[config.mk]
export PLATFORM = sky130hd
export DESIGN_NAME = quad_fold_wrap
export DESIGN_NICKNAME = d
export VERILOG_FILES = /design/src/rtl/qf_pkg.sv /design/src/rtl/qf_fold.sv /design/src/rtl/qf_tag_delay.sv /design/src/rtl/qf_restore.sv /design/src/rtl/quad_fold_wrap.sv
export SDC_FILE = /design/constraint.sdc
export NUM_CORES = 1
export LEC_CHECK = 0
export ABC_AREA = 0
export BUFFER_PORTS_ARGS = -buffer_cell sky130_fd_sc_hd__clkbuf_2
export CORE_MARGIN = 10
export CORE_UTILIZATION = 59
export DETAILED_ROUTE_END_ITERATION = 8
export GPL_ROUTABILITY_DRIVEN = 0
export PLACE_DENSITY = 0.82
export RECOVER_POWER = 50
export SYNTH_ARGS = -nofsm -noshare
export SYNTH_HDL_FRONTEND = slang
export SYNTH_HIERARCHICAL = 1
export SYNTH_SLANG_ARGS = --single-unit
[constraint.sdc]
create_clock -name clk -period 5.55 [get_ports clk]
set_clock_uncertainty 0.05 [all_clocks]
set_input_delay 0.555 -clock clk [delete_from_list [all_inputs] [get_ports clk]]
set_output_delay 0.555 -clock clk [all_outputs]
set_load 0.02 [all_outputs]
[src/rtl/qf_pkg.sv]
`timescale 1ns/1ps
package qf_pkg;
    // quadrant of the full-circle input; code equals the two angle MSBs
    typedef enum logic [1:0] {
        QD_FIRST  = 2'd0,
        QD_SECOND = 2'd1,
        QD_THIRD  = 2'd2,
        QD_FOURTH = 2'd3
    } quad_e;
endpackage

[src/rtl/qf_fold.sv]
`timescale 1ns/1ps
module qf_fold
    import qf_pkg::*;
#(
    parameter int ANG_W        = 16,
    parameter int CORE_W       = 16,
    parameter int HALF_PI_CODE = 12868
) (
    input  logic              clk,
    input  logic              rst_n,
    input  logic              in_valid,
    input  logic [ANG_W-1:0]  in_angle,
    output logic              core_valid,
    output logic [CORE_W-1:0] core_angle,
    output quad_e             fold_quad
);
    localparam int LOW_W  = ANG_W - 2;
    localparam int PROD_W = LOW_W + CORE_W;

    logic [LOW_W-1:0]  low_bits;
    logic [PROD_W-1:0] prod;
    logic [CORE_W-1:0] scaled;
    quad_e             quad_nxt;

    // quadrant base removal is simply dropping the two MSBs
    always_comb begin
        quad_nxt = quad_e'(in_angle[ANG_W-1:ANG_W-2]);
        low_bits = in_angle[LOW_W-1:0];
        prod     = PROD_W'(low_bits) * PROD_W'(HALF_PI_CODE);
        scaled   = CORE_W'(prod >> LOW_W);
    end

    always_ff @(posedge clk) begin
        if (!rst_n) begin
            core_valid <= 1'b0;
            core_angle <= '0;
            fold_quad  <= QD_FIRST;
        end else begin
            core_valid <= in_valid;
            if (in_valid) begin
                core_angle <= scaled;
                fold_quad  <= quad_nxt;
            end
        end
    end

    AST_FOLD_RANGE: assert property (@(posedge clk) disable iff (!rst_n)
        core_valid |-> (32'(core_angle) <= HALF_PI_CODE));
endmodule

[src/rtl/qf_tag_delay.sv]
`timescale 1ns/1ps
module qf_tag_delay
    import qf_pkg::*;
#(
    parameter int DEPTH = 12
) (
    input  logic  clk,
    input  logic  rst_n,
    input  logic  d_valid,
    input  quad_e d_tag,
    output logic  q_valid,
    output quad_e q_tag
);
    logic  vld_r [DEPTH];
    quad_e tag_r [DEPTH];

    for (genvar g = 0; g < DEPTH; g++) begin : g_stage
        if (g == 0) begin : g_head
            always_ff @(posedge clk) begin
                if (!rst_n) begin
                    vld_r[g] <= 1'b0;
                    tag_r[g] <= QD_FIRST;
                end else begin
                    vld_r[g] <= d_valid;
                    tag_r[g] <= d_tag;
                end
            end
        end else begin : g_body
            always_ff @(posedge clk) begin
                if (!rst_n) begin
                    vld_r[g] <= 1'b0;
                    tag_r[g] <= QD_FIRST;
                end else begin
                    vld_r[g] <= vld_r[g-1];
                    tag_r[g] <= tag_r[g-1];
                end
            end
        end
    end

    assign q_valid = vld_r[DEPTH-1];
    assign q_tag   = tag_r[DEPTH-1];
endmodule

[src/rtl/qf_restore.sv]
`timescale 1ns/1ps
module qf_restore
    import qf_pkg::*;
#(
    parameter int DATA_W = 16
) (
    input  logic                     clk,
    input  logic                     rst_n,
    input  logic                     res_valid,
    input  logic signed [DATA_W-1:0] res_x,
    input  logic signed [DATA_W-1:0] res_y,
    input  quad_e                    res_tag,
    output logic                     out_valid,
    output logic signed [DATA_W-1:0] out_cos,
    output logic signed [DATA_W-1:0] out_sin
);
    localparam logic signed [DATA_W-1:0] S_MIN = {1'b1, {(DATA_W-1){1'b0}}};
    localparam logic signed [DATA_W-1:0] S_MAX = {1'b0, {(DATA_W-1){1'b1}}};

    function automatic logic signed [DATA_W-1:0] neg_sat(input logic signed [DATA_W-1:0] v);
        if (v == S_MIN) return S_MAX;
        return -v;
    endfunction

    logic signed [DATA_W-1:0] cos_nxt;
    logic signed [DATA_W-1:0] sin_nxt;

    always_comb begin
        case (res_tag)
            QD_SECOND: begin cos_nxt = neg_sat(res_y); sin_nxt = res_x;          end
            QD_THIRD:  begin cos_nxt = neg_sat(res_x); sin_nxt = neg_sat(res_y); end
            QD_FOURTH: begin cos_nxt = res_y;          sin_nxt = neg_sat(res_x); end
            default:   begin cos_nxt = res_x;          sin_nxt = res_y;          end
        endcase
    end

    always_ff @(posedge clk) begin
        if (!rst_n) begin
            out_valid <= 1'b0;
            out_cos   <= '0;
            out_sin   <= '0;
        end else begin
            out_valid <= res_valid;
            if (res_valid) begin
                out_cos <= cos_nxt;
                out_sin <= sin_nxt;
            end
        end
    end

    AST_FIRST_PASS: assert property (@(posedge clk) disable iff (!rst_n)
        (res_valid && res_tag == QD_FIRST) |=>
            (out_valid && out_cos == $past(res_x) && out_sin == $past(res_y)));
    AST_NO_OVERFLOW: assert property (@(posedge clk) disable iff (!rst_n)
        (res_valid && res_tag == QD_THIRD && res_x == S_MIN) |=> (out_cos == S_MAX));
endmodule

[src/rtl/quad_fold_wrap.sv]
`timescale 1ns/1ps
module quad_fold_wrap
    import qf_pkg::*;
#(
    parameter int ANG_W        = 16,
    parameter int DATA_W       = 16,
    parameter int CORE_LAT     = 12,
    parameter int HALF_PI_CODE = 12868
) (
    input  logic                     clk,
    input  logic                     rst_n,
    input  logic                     ang_valid,
    input  logic [ANG_W-1:0]         ang_in,
    output logic                     core_valid,
    output logic [DATA_W-1:0]        core_angle,
    input  logic                     core_res_valid,
    input  logic signed [DATA_W-1:0] core_res_x,
    input  logic signed [DATA_W-1:0] core_res_y,
    output logic                     out_valid,
    output logic signed [DATA_W-1:0] out_cos,
    output logic signed [DATA_W-1:0] out_sin
);
    quad_e fold_quad;
    logic  dly_valid;
    quad_e dly_tag;

    qf_fold #(
        .ANG_W(ANG_W), .CORE_W(DATA_W), .HALF_PI_CODE(HALF_PI_CODE)
    ) fold_i (
        .clk(clk), .rst_n(rst_n),
        .in_valid(ang_valid), .in_angle(ang_in),
        .core_valid(core_valid), .core_angle(core_angle), .fold_quad(fold_quad)
    );

    qf_tag_delay #(.DEPTH(CORE_LAT)) tagdly_i (
        .clk(clk), .rst_n(rst_n),
        .d_valid(core_valid), .d_tag(fold_quad),
        .q_valid(dly_valid), .q_tag(dly_tag)
    );

    qf_restore #(.DATA_W(DATA_W)) restore_i (
        .clk(clk), .rst_n(rst_n),
        .res_valid(core_res_valid), .res_x(core_res_x), .res_y(core_res_y),
        .res_tag(dly_tag),
        .out_valid(out_valid), .out_cos(out_cos), .out_sin(out_sin)
    );

    // a core answer must line up with a tag launched CORE_LAT cycles earlier
    AST_RES_ALIGNED: assert property (@(posedge clk) disable iff (!rst_n)
        core_res_valid |-> dly_valid);
endmodule

==> results.py <==
metrics = {
    "cts": {
        "cts.sinks": 74,
        "cts-root-buf": "clkbuf_8",
        "cts_resized": 0,
        "cts_tree": "yes",
        "post_cts_buffers": 0,
        "cts_max_level": 3,
        "clk_pin_slew_ns": 0.08,
        "holdBufCountCts": 0,
        "clk_latency_ns": 0.36,
        "clock_path_buffers": 2,
        "cts_buffers": 9,
    },
    "timing": {
        "slew_viol_final": 54,
        "tns_ns": 0,
        "fmax_mhz": 232.1,
        "layout_worst_path_cycle_share": 0.7763,
        "fin_crit_ns": 4.308,
        "finalWorstSetupSlack_ns": 1.242,
        "rsz0062_at_grt": "no",
        "finalHoldViolCount": 0,
        "setup_viol": 0,
        "maxSlewHeadroom": -0.2165,
        "tightest_slew_ns": 1.825,
    },
    "layout": {
        "final_area_um2": 7196,
        "final-seq-area_um2": 1483,
        "diodes": 0,
        "stdcell_count": 985,
        "multi_input_area_um2": 4583,
        "area_growth_pct": 10.36,
        "nets": 995,
        "drive_gt1_frac": 0.1515,
        "fill_cells": 911,
    },
    "floorplanning": {
        "ios": 102,
        "core.rowCount": 38,
        "initial_core_util": 0.6015,
        "die_h_um": 125.1,
        "die_w_um": 125.1,
        "core_area_um2": 10840,
        "die-area_um2": 15660,
    },
    "route": {
        "vias": 6404,
        "drc": 0,
        "drtIter0Drc": 829,
        "detail_route.wl_per_cell_um": 19.06,
        "routed_wl_um": 18770,
        "detail-route-antenna-nets": 0,
        "routed_via_density": 6.502,
        "dr.pass1.iters": 7,
    },
    "setup_path": {
        "r2r_start": "tagdly_i/tag_r[11][0]$_SDFF_PN0_",
        "r2r_slack_ns": 2.41,
        "worstPathRequired_ns": 5.76,
        "critPathArrivalTime_ns": 4.52,
        "worst-path-max-fanout": 6,
        "r2r_cells": 6,
        "r2r_end": "restore_i/out_cos[9]$_SDFFE_PN0P_",
        "start_kind": "primary input",
        "crit_end": "fold_i/core_angle[11]$_SDFFE_PN0P_",
        "endpoint_kind": "flop",
        "startpoint": "ang_in[2]",
        "path_class": "primary input to flop",
    },
    "synthesis": {
        "synthCells": 772,
        "avgSynthCellArea_um2": 8.446,
        "yosysWarningCount": 6,
        "syn_area_um2": 6520,
    },
    "grt": {
        "grt_pass1_vias": 6137,
        "grt_max_degree": 56,
        "grt_pass1_wl_um": 30220,
        "grt_overflow": 0,
        "antenna_found_initial": 0,
        "grt.total_usage": 0.2274,
    },
    "placement": {
        "place_inst": 969,
        "dpl.hpwl_um": 14320,
        "place_ws_ns": 0.9099,
        "placed_cell_area_um2": 7025,
        "port_buffers": 99,
    },
    "power": {
        "ir_worst_vdd_mv": 0.2849,
        "swShare": 0.4304,
        "power.density_nw_per_um2": 307.9,
        "p_sw_uw": 953.5,
        "p_int_uw": 1262,
        "power.clock.fraction": 0.211,
        "p_leak_uw": 0.003322,
        "p_seq_frac": 0.283,
        "comb_power_share": 0.506,
    },
    "status": {
        "status": "finished with violations",
        "violations": "capacitance limit, slew limit",
    },
    "job": {
        "cap_violations": 1,
    },
    "min_path": {
        "hold_class": "flop to flop",
    },
}
[metal layers]
metal  vias to the layer above  GRT usage  routed length, um
li1                       2941          -                  -
met5                         -          0                  0
met2                       401     0.3656               8651
met3                        57    0.06717               2019
met4                         0    0.07791                408
met1                      3005     0.2845               7694
[power by group through the flow]
| stage | logic [uW] | clock network (uW) | registers [uW] |
|---|---|---|---|
| floorplan | 754 | 0 | 689 |
| global placement | 1070 | 0 | 634 |
| detailed placement | 1110 | 0 | 636 |
| CTS | 1120 | 480 | 624 |
| global route | 1250 | 498 | 630 |
| finish | 1120 | 467 | 626 |
[how the worst min path moves through the flow]
| stage | cells past startpoint | slack [ns] | from | to |
|---|---|---|---|---|
| floorplan | 1 | 0.38 | tagdly_i/tag_r[9][0]$_SDFF_PN0_ | tagdly_i/tag_r[10][0]$_SDFF_PN0_ |
| global placement | 1 | 0.38 | tagdly_i/tag_r[9][0]$_SDFF_PN0_ | tagdly_i/tag_r[10][0]$_SDFF_PN0_ |
| detailed placement | 1 | 0.38 | tagdly_i/tag_r[7][1]$_SDFF_PN0_ | tagdly_i/tag_r[8][1]$_SDFF_PN0_ |
| CTS | 3 | 0.39 | ang_in[14] | fold_i/fold_quad[0]$_SDFFE_PN0P_ |
| global route | 3 | 0.40 | ang_in[14] | fold_i/fold_quad[0]$_SDFFE_PN0P_ |
| finish | 1 | 0.40 | tagdly_i/tag_r[6][0]$_SDFF_PN0_ | tagdly_i/tag_r[7][0]$_SDFF_PN0_ |
[per-stage QoR]
step                      hold WS [ns]  utilization  power (uW)
after floorplan                 0.3763            -        1443
after global placement          0.3779       0.6481        1701
after detailed placement        0.3822       0.6481        1744
after CTS                       0.3896       0.6682        2219
after global routing            0.3999       0.6638        2375
final                           0.3981       0.6638        2215
[critical path: stages]
cell and delay, ns:
clkbuf_2 0.13, ha_1 0.29, inv_1 0.05, fa_1 0.52, inv_1 0.06, fa_1 0.54
fa_1 0.43, ha_1 0.31, ha_1 0.35, o21a_1 0.12, o211ai_1 0.26, o21ai_0 0.16
a31oi_2 0.32, o211ai_1 0.15, a32o_1 0.28
[layout make-up]
type                       instances  share of cell area
tap                              140             0.02434
clock buffer                      10             0.01774
timing repair buffer             103             0.06642
inverter                          69             0.03599
multi-input combinational        583              0.6369
sequential                        74              0.2061
clock inverter                     6             0.01252
[sequential cells by signal, summed over array words and instances, names as in the netlist]
register,count
tagdly_i/tag_r,24
restore_i/out_cos,16
restore_i/out_sin,16
fold_i/core_angle,14
fold_i/fold_quad,2
fold_i/core_valid,1
restore_i/out_valid,1
[layout by cell type (no fill, tap or decap), drive strengths merged, types with 11 or more instances in the layout]
cell / instances
o21ai: 42
inv: 70
fa: 22
nand2: 60
ha: 81
a21oi: 37
o211ai: 17
nor4: 12
dfxtp: 74
nand3: 25
mux2i: 18
nand4: 11
nor2: 38
clkbuf: 110
a31oi: 16
and2: 27
nor3: 12
No activity file was read; power rests on OpenSTA's default activity.
